===== src/rtl/sport_pkg.sv =====
package sport_pkg;
    localparam int DATA_W  = 8;
    localparam int FRAME_W = DATA_W + 3;   // start, data, ninth, stop

    typedef enum logic [1:0] {
        MODE_SHIFT   = 2'd0,
        MODE_A10     = 2'd1,
        MODE_A11_FIX = 2'd2,
        MODE_A11_VAR = 2'd3
    } sport_mode_e;

    typedef struct packed {
        logic [DATA_W-1:0] data;
        logic              bit9;
        logic              ferr;
    } rx_result_t;

    function automatic logic vote3(input logic a, input logic b, input logic c);
        return (a & b) | (a & c) | (b & c);
    endfunction

    function automatic logic has_ninth(input sport_mode_e m);
        return (m == MODE_A11_FIX) || (m == MODE_A11_VAR);
    endfunction
endpackage


===== src/rtl/sport_async_tx.sv =====
module sport_async_tx
    import sport_pkg::*;
#(
    parameter int OVS = 16
) (
    input  logic              clk,
    input  logic              rst,
    input  logic              base_tick,
    input  logic              dbl,
    input  logic              load,
    input  logic              ninth_en,
    input  logic              ninth,
    input  logic [DATA_W-1:0] data,
    output logic              line,
    output logic              stop_start
);
    localparam int CNT_W = $clog2(2 * OVS);
    localparam int IDX_W = $clog2(FRAME_W + 1);

    logic [FRAME_W-1:0] sh;
    logic [CNT_W-1:0]   cnt;
    logic [IDX_W-1:0]   idx, last;
    logic               active;

    logic [CNT_W-1:0] bit_end;
    logic             bit_done;

    assign bit_end    = dbl ? CNT_W'(OVS - 1) : CNT_W'(2 * OVS - 1);
    assign bit_done   = active && base_tick && (cnt == bit_end);
    assign stop_start = bit_done && ((idx + IDX_W'(1)) == last);
    assign line       = active ? sh[0] : 1'b1;

    always_ff @(posedge clk) begin
        if (rst) begin
            active <= 1'b0;
            sh     <= '1;
            cnt    <= '0;
            idx    <= '0;
            last   <= '0;
        end else if (!active) begin
            if (load) begin
                active <= 1'b1;
                cnt    <= '0;
                idx    <= '0;
                sh     <= ninth_en ? {1'b1, ninth, data, 1'b0} : {2'b11, data, 1'b0};
                last   <= ninth_en ? IDX_W'(FRAME_W - 1) : IDX_W'(FRAME_W - 2);
            end
        end else if (base_tick) begin
            if (cnt == bit_end) begin
                cnt <= '0;
                sh  <= {1'b1, sh[FRAME_W-1:1]};
                idx <= idx + IDX_W'(1);
                if (idx == last) active <= 1'b0;
            end else begin
                cnt <= cnt + CNT_W'(1);
            end
        end
    end
endmodule


===== src/rtl/sport_async_rx.sv =====
module sport_async_rx
    import sport_pkg::*;
#(
    parameter int OVS = 16
) (
    input  logic       clk,
    input  logic       rst,
    input  logic       base_tick,
    input  logic       dbl,
    input  logic       ninth_en,
    input  logic       arm,
    input  logic       line_in,
    output logic       done,
    output rx_result_t result
);
    localparam int CNT_W = $clog2(2 * OVS);
    localparam int IDX_W = $clog2(FRAME_W + 1);

    logic              prev, active, s_a, s_b, nine;
    logic [CNT_W-1:0]  cnt;
    logic [IDX_W-1:0]  idx;
    logic [DATA_W-1:0] sh;

    logic [CNT_W-1:0] bit_end, mid, step;
    logic [IDX_W-1:0] stop_idx;
    logic             vote, decide;

    assign bit_end  = dbl ? CNT_W'(OVS - 1) : CNT_W'(2 * OVS - 1);
    assign mid      = dbl ? CNT_W'(OVS / 2 - 1) : CNT_W'(OVS - 1);
    assign step     = dbl ? CNT_W'(1) : CNT_W'(2);
    assign stop_idx = ninth_en ? IDX_W'(DATA_W + 2) : IDX_W'(DATA_W + 1);
    assign vote     = vote3(s_a, s_b, line_in);
    assign decide   = active && base_tick && (cnt == mid + step);
    assign done     = decide && (idx == stop_idx);

    assign result.data = sh;
    assign result.bit9 = ninth_en ? nine : vote;
    assign result.ferr = !vote;

    always_ff @(posedge clk) begin
        if (rst) begin
            prev   <= 1'b1;
            active <= 1'b0;
            s_a    <= 1'b1;
            s_b    <= 1'b1;
            nine   <= 1'b0;
            cnt    <= '0;
            idx    <= '0;
            sh     <= '0;
        end else begin
            prev <= line_in;
            if (!active) begin
                if (arm && prev && !line_in) begin
                    active <= 1'b1;
                    cnt    <= '0;
                    idx    <= '0;
                end
            end else if (base_tick) begin
                if (cnt == mid - step) s_a <= line_in;
                if (cnt == mid)        s_b <= line_in;
                if (decide) begin
                    if (idx == '0) begin
                        if (vote) active <= 1'b0;
                    end else if (idx == stop_idx) begin
                        active <= 1'b0;
                    end else if (idx == IDX_W'(DATA_W + 1)) begin
                        nine <= vote;
                    end else begin
                        sh <= {vote, sh[DATA_W-1:1]};
                    end
                end
                if (cnt == bit_end) begin
                    cnt <= '0;
                    idx <= idx + IDX_W'(1);
                end else begin
                    cnt <= cnt + CNT_W'(1);
                end
            end
        end
    end
endmodule


===== src/rtl/sport_sync.sv =====
module sport_sync
    import sport_pkg::*;
#(
    parameter int DIV = 12
) (
    input  logic              clk,
    input  logic              rst,
    input  logic              en,
    input  logic              start_tx,
    input  logic              start_rx,
    input  logic [DATA_W-1:0] data_in,
    input  logic              din,
    output logic              sclk,
    output logic              dout,
    output logic              oe,
    output logic              busy,
    output logic              tx_done,
    output logic              rx_done,
    output logic [DATA_W-1:0] rx_data
);
    localparam int HALF = DIV / 2;
    localparam int CNT_W = $clog2(DIV);
    localparam int NB_W  = $clog2(DATA_W);

    logic              active, is_rx;
    logic [CNT_W-1:0]  cnt;
    logic [NB_W-1:0]   nbit;
    logic [DATA_W-1:0] sh;
    logic              last;

    assign last    = active && en && (cnt == CNT_W'(DIV - 1)) && (nbit == NB_W'(DATA_W - 1));
    assign tx_done = last && !is_rx;
    assign rx_done = last && is_rx;
    assign rx_data = sh;
    assign sclk    = active ? (cnt >= CNT_W'(HALF)) : 1'b1;
    assign dout    = sh[0];
    assign oe      = active && !is_rx;
    assign busy    = active;

    always_ff @(posedge clk) begin
        if (rst) begin
            active <= 1'b0;
            is_rx  <= 1'b0;
            cnt    <= '0;
            nbit   <= '0;
            sh     <= '0;
        end else if (!active) begin
            if (en && (start_tx || start_rx)) begin
                active <= 1'b1;
                is_rx  <= !start_tx;
                cnt    <= '0;
                nbit   <= '0;
                if (start_tx) sh <= data_in;
            end
        end else if (en) begin
            if (is_rx && cnt == CNT_W'(HALF)) sh <= {din, sh[DATA_W-1:1]};
            if (cnt == CNT_W'(DIV - 1)) begin
                cnt  <= '0;
                nbit <= nbit + NB_W'(1);
                if (!is_rx) sh <= {1'b0, sh[DATA_W-1:1]};
                if (nbit == NB_W'(DATA_W - 1)) active <= 1'b0;
            end else begin
                cnt <= cnt + CNT_W'(1);
            end
        end
    end
endmodule


===== src/rtl/sport_top.sv =====
module sport_top
    import sport_pkg::*;
#(
    parameter int OVS      = 16,
    parameter int SYNC_DIV = 12
) (
    input  logic       clk,
    input  logic       rst,
    input  logic       clk_en,
    input  logic       tmr_tick,
    input  logic [1:0] mode,
    input  logic       rx_en,
    input  logic       dbl_rate,
    input  logic       tb8_in,
    input  logic       wr_en,
    input  logic [7:0] wr_data,
    input  logic       clr_tx,
    input  logic       clr_rx,
    input  logic       clr_err,
    input  logic       rxd_i,
    output logic [7:0] rd_data,
    output logic       rb8_out,
    output logic       tx_flag,
    output logic       rx_flag,
    output logic       frm_err,
    output logic       txd_o,
    output logic       rxd_o,
    output logic       rxd_oe
);
    sport_mode_e md;
    logic        is_sync, ninth_en, base_tick;
    logic [1:0]  rx_meta;

    assign md        = sport_mode_e'(mode);
    assign is_sync   = (md == MODE_SHIFT);
    assign ninth_en  = has_ninth(md);
    assign base_tick = clk_en && ((md == MODE_A11_FIX) || tmr_tick);

    always_ff @(posedge clk) begin
        if (rst) rx_meta <= 2'b11;
        else     rx_meta <= {rx_meta[0], rxd_i};
    end

    logic a_line, a_stop_start;
    sport_async_tx #(.OVS(OVS)) u_atx (
        .clk(clk), .rst(rst), .base_tick(base_tick), .dbl(dbl_rate),
        .load(wr_en && !is_sync), .ninth_en(ninth_en), .ninth(tb8_in),
        .data(wr_data), .line(a_line), .stop_start(a_stop_start)
    );

    logic       a_done;
    rx_result_t a_res;
    sport_async_rx #(.OVS(OVS)) u_arx (
        .clk(clk), .rst(rst), .base_tick(base_tick), .dbl(dbl_rate),
        .ninth_en(ninth_en), .arm(rx_en && !is_sync && clk_en),
        .line_in(rx_meta[1]), .done(a_done), .result(a_res)
    );

    logic              s_clk, s_busy, s_tx_done, s_rx_done;
    logic [DATA_W-1:0] s_rx_data;
    sport_sync #(.DIV(SYNC_DIV)) u_sync (
        .clk(clk), .rst(rst), .en(clk_en),
        .start_tx(is_sync && wr_en), .start_rx(is_sync && rx_en && !rx_flag),
        .data_in(wr_data), .din(rxd_i), .sclk(s_clk), .dout(rxd_o),
        .oe(rxd_oe), .busy(s_busy), .tx_done(s_tx_done), .rx_done(s_rx_done),
        .rx_data(s_rx_data)
    );

    assign txd_o = s_busy ? s_clk : a_line;

    always_ff @(posedge clk) begin
        if (rst) begin
            tx_flag <= 1'b0;
            rx_flag <= 1'b0;
            frm_err <= 1'b0;
            rd_data <= '0;
            rb8_out <= 1'b0;
        end else begin
            if (a_stop_start || s_tx_done) tx_flag <= 1'b1;
            else if (clr_tx)               tx_flag <= 1'b0;

            if (a_done || s_rx_done) rx_flag <= 1'b1;
            else if (clr_rx)         rx_flag <= 1'b0;

            if (a_done && a_res.ferr) frm_err <= 1'b1;
            else if (clr_err)         frm_err <= 1'b0;

            if (a_done) begin
                rd_data <= a_res.data;
                rb8_out <= a_res.bit9;
            end else if (s_rx_done) begin
                rd_data <= s_rx_data;
            end
        end
    end
endmodule


===== config.mk =====
export PLATFORM = sky130hd
export DESIGN_NAME = sport_top
export DESIGN_NICKNAME = d
export VERILOG_FILES = /design/src/rtl/sport_pkg.sv /design/src/rtl/sport_async_tx.sv /design/src/rtl/sport_async_rx.sv /design/src/rtl/sport_sync.sv /design/src/rtl/sport_top.sv
export SDC_FILE = /design/constraint.sdc
export NUM_CORES = 1
export LEC_CHECK = 0
export CAP_MARGIN = 20
export CORE_MARGIN = 5
export CORE_UTILIZATION = 61
export DETAILED_ROUTE_END_ITERATION = 7
export GPL_TIMING_DRIVEN = 0
export PLACE_DENSITY = 0.83
export SLEW_MARGIN = 20
export SYNTH_ARGS = -nofsm -noshare
export SYNTH_HDL_FRONTEND = slang
export SYNTH_SLANG_ARGS = --single-unit
export TNS_END_PERCENT = 50

===== constraint.sdc =====
create_clock -name clk -period 5 [get_ports clk]
set_input_delay 0.5 -clock clk [delete_from_list [all_inputs] [get_ports clk]]
set_output_delay 0.5 -clock clk [all_outputs]
set_load 0.01 [all_outputs]

==> impl_metrics.ini <==
[status]
run_status = finished clean

[timing]
final.period_utilization = 0.488
timing.max_slew.rel_slack = 0.518
slew_violations = 0
finalWorstSetupSlack_ns = 2.56
worstMarginPinSlew_ns = 0.720
hold_violation_count_in_the_final_report = 0
grt_setup_unrepaired = false
clock_skew_ns = 0.00763
setup-tns-final_ns = 0
timing.fmax_mhz = 410
finalSetupViolations = 0
min_period_ns = 2.44

[setup_path]
crit_path_end_kind = output port
critPathLaunchType = flip-flop
critical_path_class = reg2out
critical_path_arrival_ns = 1.94
critPathRequiredTime_ns = 4.50
critical_path.max_fanout = 10

[routing]
route.detailed.vias_per_inst = 6.08
detail_route.first_pass.iterations = 4
route.antenna.remaining_nets = 0
wl_per_cell_um = 16.2
postRouteWirelength_um = 8710
route.detailed.drc = 0
drt-initial-drc-count = 208
routed-via-count = 3275

[clocking]
cts-resized-gates = 0
cts_hold_buffers = 0
worst_skew_pair.late_latency_ns = 0.35
total_clock_buffers_created_by_cts = 9
cts_tree = built
cts_setup_buffers = 0
cts.path.max_buffers = 2
clk_pin_slew_worst_setup_hold_paths_ns = 0.07
clock_sink_count = 76
cts.htree.levels = 3
cts-root-buf = sky130_fd_sc_hd__clkbuf_8

[layout]
fraction_of_layout_cells_with_a_size_suffix_above_1 = 0.108
syn2layout_area_growth_pct = 16.4
final_core_utilization = 0.723
total_number_of_nets_in_the_final_design = 491
antenna_cells = 0

[synth]
synthDominantCellAreaShare = 0.416
synthesis.instances = 416
synth.yosys.warnings = 0
ys_top_cells_by_count = 76 x sky130_fd_sc_hd__dfxtp_1, 63 x sky130_fd_sc_hd__nor2_1, 24 x sky130_fd_sc_hd__a21oi_1
synth_top_area_cells = sky130_fd_sc_hd__dfxtp_1 42%, sky130_fd_sc_hd__nor2_1 6.5%, sky130_fd_sc_hd__mux2i_1 6.3%
synth_nets = 448
postSynthRegisterBits = 76
synth_ff_type = sky130_fd_sc_hd__dfxtp_1
synth-edff-count = 0
yosys.cell_count.top_type = sky130_fd_sc_hd__dfxtp_1
mappedNetlistArea_mm2 = 0.00366
synth_cell_types = 57
avgSynthCellArea_um2 = 8.79
yosysSeqAreaShare = 0.416
proportion_of_synthesized_flip_flops_having_asynchronous_set_or_reset = 0
netlist.top_cell.by_area = sky130_fd_sc_hd__dfxtp_1

[floorplanning]
floorplan.rows = 28
design.die.area_mm2 = 0.00764
pin_count = 37
die_height_um = 87.4
start_util = 0.621
die-width_um = 87.4
core_mm2 = 0.00589

[power_and_ir_drop]
netSwitchingPower_mw = 0.299
internal_power_mw = 0.866
share_clk_of_total_power = 0.380
portion_of_total_power_attributed_to_combinational_logic = 0.082
share_seq_of_total_power = 0.538
p_leak_nw = 1.54
swShare = 0.256
power_per_cell_area_mw_per_mm2 = 274
vdd_drop_max_v = 0.000160

[global_route]
maximum_number_of_pins_on_one_net_before_global_route_repair = 14
number_of_antenna_violations_at_the_first_check_in_global_routing = 0
globalRoute.totalOverflow = 0
grt_use_total = 0.245
grt_pass1_vias = 3147
grt_pass1_wl_um = 14700

[job]
cap_violations = 0

[min_path]
holdCritPathClass = reg2reg

[place]
port_buffers = 32
dpl.hpwl_um = 6330
dp_worst_setup_slack_ns = 2.43
globalplace.congestion = 0.956
==> power groups by stage <==
stage / Clock (mW) / Combinational (mW) / Sequential, mW
6_report: 0.442 / 0.0956 / 0.627
5_1_grt: 0.477 / 0.105 / 0.629
4_1_cts: 0.447 / 0.0952 / 0.627
3_5_place_dp: 0 / 0.0946 / 0.641
3_3_place_gp: 0 / 0.0931 / 0.641
2_1_floorplan: 0 / 0.0586 / 0.638
==> worst paths after layout <==
check,from,endpoint,slack [ns],cells after the start
max,u_atx.active,txd_o,2.56,3
min,rx_meta[0],rx_meta[1],0.43,1
max reg2reg,u_sync.cnt[1],rd_data[0],2.69,6
min reg2reg,rx_meta[0],rx_meta[1],0.43,1
==> sequential cells by signal, indices dropped and copies added (netlist names), 4 cells and up <==
register and cells:
u_atx.cnt 5, u_arx.cnt 5, u_atx.idx 4, u_arx.sh 8
rd_data 8, u_sync.rx_data 8, u_atx.sh 10, u_arx.idx 4
u_sync.cnt 4
==> worst max-delay path, cell delays in order (launching register included) <==
cell and delay (ns):
sky130_fd_sc_hd__dfxtp_1 0.38, sky130_fd_sc_hd__buf_1 0.54, sky130_fd_sc_hd__a32oi_1 0.15, sky130_fd_sc_hd__clkdlybuf4s50_1 0.52
==> logic make-up after synthesis <==
family	Yosys count	share of synthesized area
AND/OR/NAND/NOR	163	0.222
AO/OA/AOI/OAI	93	0.179
flip-flops	76	0.416
buffers and inverters	35	0.0431
multiplexers	28	0.0783
adder cells (fa/ha/maj)	11	0.0369
XOR/XNOR	10	0.0239
==> layer usage <==
| layer | GRT usage | share of wire | vias to the layer above |
|---|---|---|---|
| met5 | 0 | 0 | - |
| met4 | 0.117 | 0.026 | 0 |
| met3 | 0.0397 | 0.048 | 22 |
| met2 | 0.405 | 0.49 | 102 |
| met1 | 0.310 | 0.44 | 1550 |
| li1 | - | - | 1601 |
==> metrics by stage <==
stage	cells	power (mW)	cell area (µm²)	hold slack [ns]
4_1_cts	539	1.17	4260	0.421
6_report	539	1.16	4260	0.426
2_1_floorplan	416	0.697	3660	0.389
3_5_place_dp	523	0.736	4070	0.400
5_1_grt	539	1.21	4260	0.434
3_3_place_gp	523	0.734	4070	0.401
==> cells in the final DEF, fill, tap and decap left out, types with 11 or more instances in the layout <==
cell type / netlist / layout
sky130_fd_sc_hd__a21oi_1: 24 / 24
sky130_fd_sc_hd__nor2_1: 63 / 63
sky130_fd_sc_hd__clkbuf_8: 0 / 11
sky130_fd_sc_hd__mux2i_1: 23 / 23
sky130_fd_sc_hd__o21ai_0: 11 / 11
sky130_fd_sc_hd__a31oi_1: 15 / 15
sky130_fd_sc_hd__inv_1: 15 / 15
sky130_fd_sc_hd__clkdlybuf4s50_1: 0 / 32
sky130_fd_sc_hd__nand2_1: 21 / 21
sky130_fd_sc_hd__nand3_1: 21 / 21
sky130_fd_sc_hd__dfxtp_1: 76 / 76
sky130_fd_sc_hd__nor3_1: 13 / 13
==> area by class of cell <==
cell class	count	area, µm²
Multi-Input combinational cell	305	1980
Fill cell	463	1630
Sequential cell	76	1520
Timing Repair Buffer	32	320
Clock buffer	11	151
Buffer	20	101
Tap cell	75	93.8
Inverter	15	56.3
Clock inverter	5	35.0
(Power assumes the default switching activity.)
